<file path="src/rtl/exc_ctrl.sv">
module exc_ctrl #(
  parameter int          NIRQ     = 6,
  parameter logic [31:0] VECTOR   = 32'h8000_0080,
  parameter logic [3:0]  OVF_CODE = 4'd12,
  parameter logic [3:0]  IRQ_CODE = 4'd0
) (
  input  logic             clk,
  input  logic             rst_n,
  input  logic [31:0]      pc_i,
  input  logic             boundary_i,
  input  logic             ovf_i,
  input  logic [NIRQ-1:0]  irq_i,
  input  logic             mt_en_i,
  input  logic [4:0]       reg_num_i,
  input  logic [31:0]      wdata_i,
  output logic [31:0]      rdata_o,
  output logic             redirect_o,
  output logic [31:0]      vector_o
);
  localparam logic [4:0] N_BADVA  = 5'd8;
  localparam logic [4:0] N_STATUS = 5'd12;
  localparam logic [4:0] N_CAUSE  = 5'd13;
  localparam logic [4:0] N_EPC    = 5'd14;
  localparam int         PEND_LSB = 8;

  logic        ie;
  logic [3:0]  code;
  logic [31:0] epc;
  logic [31:0] badva;

  wire take_exc = boundary_i & ovf_i;
  wire take_irq = boundary_i & ~ovf_i & ie & (|irq_i);
  wire take     = take_exc | take_irq;

  wire wr_status = mt_en_i && (reg_num_i == N_STATUS);
  wire wr_epc    = mt_en_i && (reg_num_i == N_EPC);
  wire wr_badva  = mt_en_i && (reg_num_i == N_BADVA);

  assign redirect_o = take;
  assign vector_o   = take ? VECTOR : 32'h0;

  wire [31:0] pend_word  = {{(32-NIRQ){1'b0}}, irq_i} << PEND_LSB;
  wire [31:0] cause_word = pend_word | {26'h0, code, 2'b00};

  always_ff @(posedge clk or negedge rst_n) begin
    if (!rst_n) begin
      ie    <= 1'b0;
      code  <= 4'h0;
      epc   <= 32'h0;
      badva <= 32'h0;
    end else begin
      if (take) begin
        ie   <= 1'b0;
        code <= take_exc ? OVF_CODE : IRQ_CODE;
        epc  <= pc_i;
      end else begin
        if (wr_status) ie  <= wdata_i[0];
        if (wr_epc)    epc <= wdata_i;
      end
      if (wr_badva) badva <= wdata_i;
    end
  end

  always_comb begin
    case (reg_num_i)
      N_BADVA:  rdata_o = badva;
      N_STATUS: rdata_o = {31'h0, ie};
      N_CAUSE:  rdata_o = cause_word;
      N_EPC:    rdata_o = epc;
      default:  rdata_o = 32'h0;
    endcase
  end

  p_redirect_at_boundary_r2: assert property (@(posedge clk) disable iff (!rst_n)
    redirect_o |-> boundary_i);
  p_vector_value_r3: assert property (@(posedge clk) disable iff (!rst_n)
    redirect_o |-> (vector_o == VECTOR));
  p_epc_capture_r3: assert property (@(posedge clk) disable iff (!rst_n)
    redirect_o |=> (epc == $past(pc_i)));
  p_ovf_code_r5: assert property (@(posedge clk) disable iff (!rst_n)
    (redirect_o && ovf_i) |=> (code == OVF_CODE));
  p_enable_cleared_r7: assert property (@(posedge clk) disable iff (!rst_n)
    redirect_o |=> !ie);
  p_no_irq_when_off_r6: assert property (@(posedge clk) disable iff (!rst_n)
    (boundary_i && !ovf_i && !ie) |-> !redirect_o);
endmodule

</file>
<file path="config.mk">
export PLATFORM = sky130hd
export DESIGN_NAME = exc_ctrl
export DESIGN_NICKNAME = d
export VERILOG_FILES = /design/src/rtl/exc_ctrl.sv
export SDC_FILE = /design/constraint.sdc
export NUM_CORES = 1
export LEC_CHECK = 0
export CORE_MARGIN = 2
export CORE_UTILIZATION = 42
export CTS_BUF_LIST = sky130_fd_sc_hd__clkbuf_4 sky130_fd_sc_hd__clkbuf_8 sky130_fd_sc_hd__clkbuf_16
export DETAILED_ROUTE_END_ITERATION = 6
export MAX_ROUTING_LAYER = met4
export PLACE_DENSITY = 0.89
export SLEW_MARGIN = 30
export SYNTH_ARGS = -nofsm -noshare
export SYNTH_HDL_FRONTEND = slang
export SYNTH_SLANG_ARGS = --single-unit
</file>
<file path="constraint.sdc">
create_clock -name clk -period 5.35 [get_ports clk]
set_input_delay 0.535 -clock clk [delete_from_list [all_inputs] [get_ports clk]]
set_output_delay 0.535 -clock clk [all_outputs]
set_load 0.02 [all_outputs]
</file>
; ---- After elaboration in Yosys (flattened, before gate mapping)
; Index checks and enable logic that the tools add are counted.
[totals]
regBits = 69
latch_bits = 0
ramBits = 0
rom_bits = 0
inputBits = 80
out_inout_bits = 65
wordCells = 28
n_memories = 0
[op_classes]
add_sub_neg = 0
mul = 0
div = 0
n_lt_le_gt_ge = 0
eq_ne = 4
shift = 0
muxes = 7
bitwise = 7
reduce_logical = 6
[ops]
columns = operator, n
row1 = $pmux 32 s4, 1
row2 = $mux 32, 3
row3 = $eq 5x4->1 const B, 4
row4 = $or 14x6->14, 1
row5 = $reduce_or 6->1, 1
row6 = $and 1x1->1, 4
row7 = $mux 4, 1
row8 = $reduce_bool 2->1, 2
row9 = $logic_and 1x1->1, 3
row10 = $mux 1, 2
row11 = $not 1->1, 1
row12 = $or 1x1->1, 1

; ---- Logic depth before layout (Yosys ltp)
; Gate-level depths: netlist of the first run.
[logic_depth]
ltp_word = 6
depth_mapped = 6
ltp_nobuf = 5

; ---- Least setup slack after synthesis of the first run
; OpenSTA, ideal clock, no wires.
[synth_timing]
path_type = input port to output port
startpoint = in irq_i[1]
endpoint = out vector_o[31]
arrival_time_ns = 2.023
t_required_ns = 4.815
slack_ns = 2.792
cell_stages = 6
path_buffers = 2
path_cell_list = or4_1 > o31a_1 > o21ai_4 > buf_6 > inv_1 > buf_4
[synth_between]
elab_chain_len = 4
[synth_lines]
columns = item, line_no
row1 = "start, declared", 12  ; input logic [NIRQ-1:0] irq_i,
row2 = $reduce_or 6->1, 32  ; wire take_irq = boundary_i & ~ovf_i & ie & (|irq_i);
row3 = $and 1x1->1, 32
row4 = $or 1x1->1, 33  ; wire take = take_exc | take_irq;
row5 = named net redirect_o, 17  ; output logic redirect_o,
row6 = $mux 32, 40  ; assign vector_o = take ? VECTOR : 32'h0;
row7 = "end, declared", 18  ; output logic [31:0] vector_o
; The timed path passes the listed nets, and every way through them passes these cells.

; ---- Worst setup path after layout of the first run
[layout_timing]
startpoint = in reg_num_i[0]
endpoint = out rdata_o[11]
[layout_between]
elab_chain_len = 2
[layout_lines]
columns = item, line_no
row1 = "start, declared", 14  ; input logic [4:0] reg_num_i,
row2 = $eq 5x4->1, 65  ; case (reg_num_i)
row3 = $pmux 32 s4 *, 65
row4 = "end, declared", 16  ; output logic [31:0] rdata_o,
; Every way passes the cells marked *; elsewhere a longest branch is shown, timed or not.

==> key figures, run 1 <==
Placed design
  – Area after DPL: 4640 um^2
  – RD Place Congestion: about 0.86
  – Placed cell count: about 490
  – Final HPWL DP: 5540 um
  – I/O Buffers: between 100 and 150

Routing
  – Initial detailed-routing violation count: 75
  – # DRC: 0
  – DR pass1 iterations: 5
  – Via density: slightly above 5
  – DRT antenna net count: 0
  – WL final: a little over 8000 um
  – Average wire per standard cell: around 16 um
  – Via count: ~2600

Die
  – Site row count: 33
  – Die height: around 96 um
  – Chip width: 95.8 um
  – Die Area: 9170 um^2
  – Initial Util: 43.3%
  – CORE AREA: approximately 8200 um^2
  – Top Ports: 145

Clocking
  – Maximum root-to-sink buffer count: 2
  – Clock slew at reported path FFs: roughly 70 ps
  – H-tree depth: 3
  – CTS resizes: 0
  – Num Clock Sinks: 66
  – Hold Buf Count CTS: 0
  – Insertion delay to the later sink of the worst-skew pair: between 300 and 400 ps
  – Root Driver: clkbuf_8
  – CTS tree: yes
  – CTS buffer count: 9
  – Post-CTS Setup Bufs: 0

Global routing
  – Total gr overflow: 0
  – Largest net degree at the start of global routing: between 60 and 70
  – Antenna violations before repair: 0
  – Vias in the first global route: approximately 2700
  – All-Layer GR Usage: 18.8%
  – First-pass GRT wire length: 12700 um

Yosys
  – Yosys top cell by area: dfrtp_1
  – Synthesis-stage register bit count: 66
  – Largest cells by area after synthesis: dfrtp_1 (47%), mux2_2 (30%), buf_4 (6.8%)
  – Synthesized area: about 3500 um^2
  – Avg Cell Area, Syn: roughly 13 um^2
  – YS warnings: 0
  – Synth cell types: 23
  – Post-synthesis sequential area ratio: roughly 47%
  – Synth top area share: a little under half
  – Synthesized instance count: 280

Timing
  – Final period util: 64.8%
  – Clock Skew: between 10 and 15 ps
  – Crit path time final: between 3000 and 4000 ps
  – Final hold viol count: 0
  – RSZ-0062 raised after global routing: no
  – Max Clk Rate: around 290 MHz
  – Final Hold Slack: 384 ps
  – Post-route setup TNS: 0 ps
  – Setup violations, final: 0
  – Max-slew violation count: 0
  – Worst-Margin Slew: around 830 ps
  – Max-slew headroom: between 40 and 50%

Power and ir drop
  – Peak VDD IR: around 150 uV
  – Switching Power: 0.000320 W
  – Internal power: about 0.0010 W
  – LEAKAGE: between 2 and 2.5 nW
  – P per Cell Area: 272 nW/um^2
  – Combinational Power Share: around a fifth
  – Clock power share: about a third
  – Switching Share: 24.1%
  – Seq pwr share: 47.5%

Critical path
  – CP max FO: 32
  – Crit path launch type: primary input
  – Worst Path Class, Setup: primary input to primary output
  – Worst EP required: 4820 ps
  – Critical Path AT: about 2900 ps
  – Setup crit end kind: primary output

Finish
  – Area grow syn2layout: 37.9%
  – ANT cells: 0
  – Final Cell Area: roughly 5000 um^2
  – Most frequent cells in the layout: clkdlybuf4s50_1 (113), mux2_2 (95), dfrtp_1 (66)
  – Fraction of final layout cells with drive strength greater than 1: a little under a third
  – Final Core Density: 59.6%
  – Final #Nets: approximately 470
  – Post-Layout Cell Count: 501
  – Commonest non-fill, non-tap cell in the layout: clkdlybuf4s50_1

Run
  – Max-cap violations: 0

Hold path
  – Min-delay worst type: primary input to asynchronous set/reset pin

Outcome
  – Status: finished clean
## per-layer routing
metal	wire length (um)	GRT usage (%)
met2	4270	32.3
met1	3380	22.1
met4	127	7.02
met5	0	-
met3	392	3.13
## cell type report
type,count,area [um^2]
clock buffer,13,173
clock inverter,2,35.0
fill,671,3300
inverter,1,3.75
multi-input combinational,194,1680
sequential,66,1650
tap,105,131
timing repair buffer,120,1200
## worst paths after layout
kind	startpoint	end	slack, ps	cells after the start
hold reg to reg	badva[31]	badva[31]	510	1
setup reg to reg	ie	epc[15]	3730	4
setup / recovery	reg_num_i[0]	rdata_o[11]	1880	7
max in group asynchronous	rst_n	epc[0]	4410	2
hold / removal	rst_n	badva[13]	380	2
min in group clk	badva[31]	badva[31]	510	1
## power by group through the flow
stage                     Sequential [W]  Combinational (W)  Clock, W
after global placement          0.000632           0.000254         0
after CTS                       0.000629           0.000264  0.000445
after floorplan                 0.000624           0.000181         0
after detailed placement        0.000638           0.000263         0
final                           0.000630           0.000262  0.000433
after global routing            0.000641           0.000285  0.000467
## synth_stat cells (all sizes together)
cell    count
mux2       96
nand3b      2
conb        1
o31a        1
mux2i       2
or3b        1
nor2        6
nand2      18
nor3        1
a22o       24
clkbuf      7
buf        41
dfrtp      66
o21ai       1
a31oi       1
nand3       1
nor3b       1
or4         1
a22oi       8
inv         1
## through the flow
step	power (W)	setup slack (ps)
4_1_cts	0.00134	1830
3_3_place_gp	0.000886	1890
5_1_grt	0.00139	1760
6_report	0.00132	1880
3_5_place_dp	0.000901	1840
2_1_floorplan	0.000805	2790
## kinds of logic (layout without fill, tap and decap cells)
group / count (synthesis) / after routing / share of synthesized area, %
other: 1 / 30 / 0.106
AOI/OAI and AO/OA: 35 / 35 / 8.53
DFF: 66 / 66 / 46.7
and+or+nand+nor: 31 / 31 / 4.07
muxes: 98 / 98 / 31.1
buffers and inverters: 49 / 136 / 9.45
## worst max-delay path, cell delays in order
cell	delay, ps
clkdlybuf4s50_1	440
or3b_1	540
nor3_4	150
buf_4	370
a22oi_1	170
nand2_1	110
clkdlybuf4s50_1	590
## state kept, by name, summed over array words and instances (netlist names)
| name | flops |
|---|---|
| ie | 1 |
| code | 1 |
| badva | 32 |
| epc | 32 |
Power figures use the tool's default switching activity.
==> inputs of run 2 (changes only) <==
--- a/config.mk
+++ b/config.mk
@@ -6,11 +6,11 @@
 export NUM_CORES = 1
 export LEC_CHECK = 0
 export CORE_MARGIN = 2
-export CORE_UTILIZATION = 42
+export CORE_UTILIZATION = 39
 export CTS_BUF_LIST = sky130_fd_sc_hd__clkbuf_4 sky130_fd_sc_hd__clkbuf_8 sky130_fd_sc_hd__clkbuf_16
 export DETAILED_ROUTE_END_ITERATION = 6
 export MAX_ROUTING_LAYER = met4
-export PLACE_DENSITY = 0.89
+export PLACE_DENSITY = 0.87
 export SLEW_MARGIN = 30
 export SYNTH_ARGS = -nofsm -noshare
 export SYNTH_HDL_FRONTEND = slang
==> constraint.sdc (replaced) <==
create_clock -name clk -period 2.8 [get_ports clk]
set_input_delay 0.28 -clock clk [delete_from_list [all_inputs] [get_ports clk]]
set_output_delay 0.28 -clock clk [all_outputs]
set_load 0.02 [all_outputs]
==> key figures, run 2 (synthesized netlist as in run 1, its figures left out) <==
Timing
  – Final worst setup slack: 112 ps (-1770 ps)
  – Setup violations, final: 0 (unchanged)
  – Max Clk Rate: about 370 MHz
  – Final period util: 96.0%
  – Max-slew violation count: 0 (unchanged)
  – Final hold viol count: 0 (unchanged)
  – Clock Skew: 11.3 ps (+1.20 ps)
  – Crit path time final: between 2000 and 3000 ps

Clocking
  – Root Driver: clkbuf_8
  – H-tree depth: 3 (unchanged)
  – CTS buffer count: 9 (unchanged)
  – CTS tree: yes
  – Insertion delay to the later sink of the worst-skew pair: 340 ps (about the same)
  – Maximum root-to-sink buffer count: 2 (unchanged)
  – Num Clock Sinks: 66 (unchanged)
  – Clock slew at reported path FFs: 70 ps (about the same)

Finish
  – Fillers: 749 (+12%)
  – Post-Layout Cell Count: 509 (+1.6%)
  – Final #Nets: 477 (+1.1%)
  – Commonest non-fill, non-tap cell in the layout: clkdlybuf4s50_1
  – Most frequent cells in the layout: clkdlybuf4s50_1 (109), mux2_2 (95), dfrtp_1 (66)
  – Fraction of final layout cells with drive strength greater than 1: 31.2% (+0.36 points)
  – ANT cells: 0 (unchanged)
  – Top Registers: badva: 32 flops, epc: 32 flops
  – Area grow syn2layout: 40.1%
  – Final Cell Area: 4950 um^2 (+1.6%)

Critical path
  – Setup crit end kind: primary output
  – Critical Path AT: 2410 ps (-520 ps)
  – Crit path launch type: primary input
  – CP max FO: 32 (unchanged)
  – Worst Path Class, Setup: primary input to primary output
  – Worst EP required: 2520 ps (-2300 ps)

Routing
  – Initial detailed-routing violation count: 83 (+11%)
  – Via density: 5.12 (about the same)
  – Via count: 2604 (+1.6%)
  – # DRC: 0 (unchanged)
  – DRT antenna net count: 0 (unchanged)
  – Average wire per standard cell: 16.4 um (+0.44%)
  – WL final: 8340 um (+2.0%)
  – DR pass1 iterations: 5 (unchanged)

Power and ir drop
  – LEAKAGE: 2.18 nW (+4.8%)
  – Peak VDD IR: 266 uV (+81%)
  – Seq pwr share: 47.2% (-0.3 points)
  – P per Cell Area: 514 nW/um^2 (+89%)
  – Switching Power: 0.000619 W (+94%)
  – Total Power: 0.00255 W (+92%)
  – Switching Share: 24.3% (+0.18 points)
  – Combinational Power Share: 20.0% (+0.2 points)
  – Internal power: 0.00193 W (+92%)
  – Clock power share: 32.7% (about the same)

Die
  – Die height: 99.2 um (+3.6%)
  – CORE AREA: 8760 um^2 (+7.2%)
  – Top Ports: 145 (unchanged)
  – Chip width: 99.2 um (+3.6%)
  – Site row count: 34 (+3.0%)
  – Die Area: 9840 um^2 (+7.4%)
  – Initial Util: 40.3% (-2.9 points)

Run
  – Max-cap violations: 0 (unchanged)

Placed design
  – Final HPWL DP: 5820 um (+5.1%)
  – Pre-CTS setup slack: 111 ps (-1730 ps)
  – I/O Buffers: 114 (unchanged)
  – RD Place Congestion: 0.812 (-5.1%)
  – Placed cell count: 493 (+1.6%)
  – Area after DPL: 4730 um^2 (+2.0%)

Global routing
  – Total gr overflow: 0 (unchanged)
  – Antenna violations before repair: 0 (unchanged)
  – First-pass GRT wire length: 13800 um (+8.9%)
  – Largest net degree at the start of global routing: 67 (unchanged)
  – All-Layer GR Usage: 18.4% (-0.43 points)
  – Vias in the first global route: 2827 (+5.4%)

Hold path
  – Min-delay worst type: primary input to asynchronous set/reset pin

Outcome
  – Status: finished clean
## run 2: final cells by class
class,count,area (um^2),area share (%)
Sequential cell,66,1650,33.3
Timing Repair Buffer,125,1280,25.9
Tap cell,108,135,2.73
Multi-Input combinational cell,194,1680,33.8
Inverter,1,3.75,0.0758
Clock buffer,13,173,3.48
Clock inverter,2,35.0,0.707
## run 2: what timing repair did
item	in CTS	in global routing
resized for setup	0	4
buffers inserted	0	0
endpoints found under the setup margin	0	4
hold buffers	1	0
endpoints found under the hold margin	66	0
## run 2: power by group through the flow
stage	logic, W	registers [W]	clock network, W
2_1_floorplan	0.000346	0.00119	0
3_3_place_gp	0.000493	0.00121	0
3_5_place_dp	0.000514	0.00122	0
4_1_cts	0.000516	0.00120	0.000867
5_1_grt	0.000554	0.00122	0.000910
6_report	0.000510	0.00120	0.000833
## run 2: final timing paths
kind	startpoint	end	slack [ps]	depth (start not counted)
min	rst_n	epc[4]	490	3
min reg2reg	badva[0]	badva[0]	510	1
max in group asynchronous	rst_n	badva[0]	2010	3
max	reg_num_i[3]	rdata_o[16]	110	6
min in group clk	badva[0]	badva[0]	510	1
max reg2reg	ie	epc[5]	1270	4
## run 2: critical path, cell delays in order
cell and delay (ps):
clkdlybuf4s50_1 470, or3b_1 430, nor3_4 190, buf_12 230
a22o_1 180, clkdlybuf4s50_1 610
## run 2: stage by stage
step / hold slack [ps] / TNS, ps / utilization, %
4_1_cts: 492 / 0 / 56.4
5_1_grt: 522 / -5.41 / 56.5
6_report: 489 / 0 / 56.5
3_5_place_dp: 327 / 0 / 53.9
2_1_floorplan: -15.6 / 0 / -
3_3_place_gp: 321 / 0 / 53.9
## run 2: metal layers
metal	part of all wire, %	vias to the layer above	track usage (%)
li1	-	1182	-
met1	40	1291	21.3
met2	52	111	30.7
met3	4.9	20	3.51
met4	2.6	0	8.64
met5	0	-	-
==> inputs of run 3 (changes only) <==
--- a/config.mk
+++ b/config.mk
@@ -5,6 +5,7 @@
 export SDC_FILE = /design/constraint.sdc
 export NUM_CORES = 1
 export LEC_CHECK = 0
+export CAP_MARGIN = 25
 export CORE_MARGIN = 2
 export CORE_UTILIZATION = 39
 export CTS_BUF_LIST = sky130_fd_sc_hd__clkbuf_4 sky130_fd_sc_hd__clkbuf_8 sky130_fd_sc_hd__clkbuf_16
==> results of run 3 <==
Same layout as run 2: the final DEF is identical, and so are final timing and power.
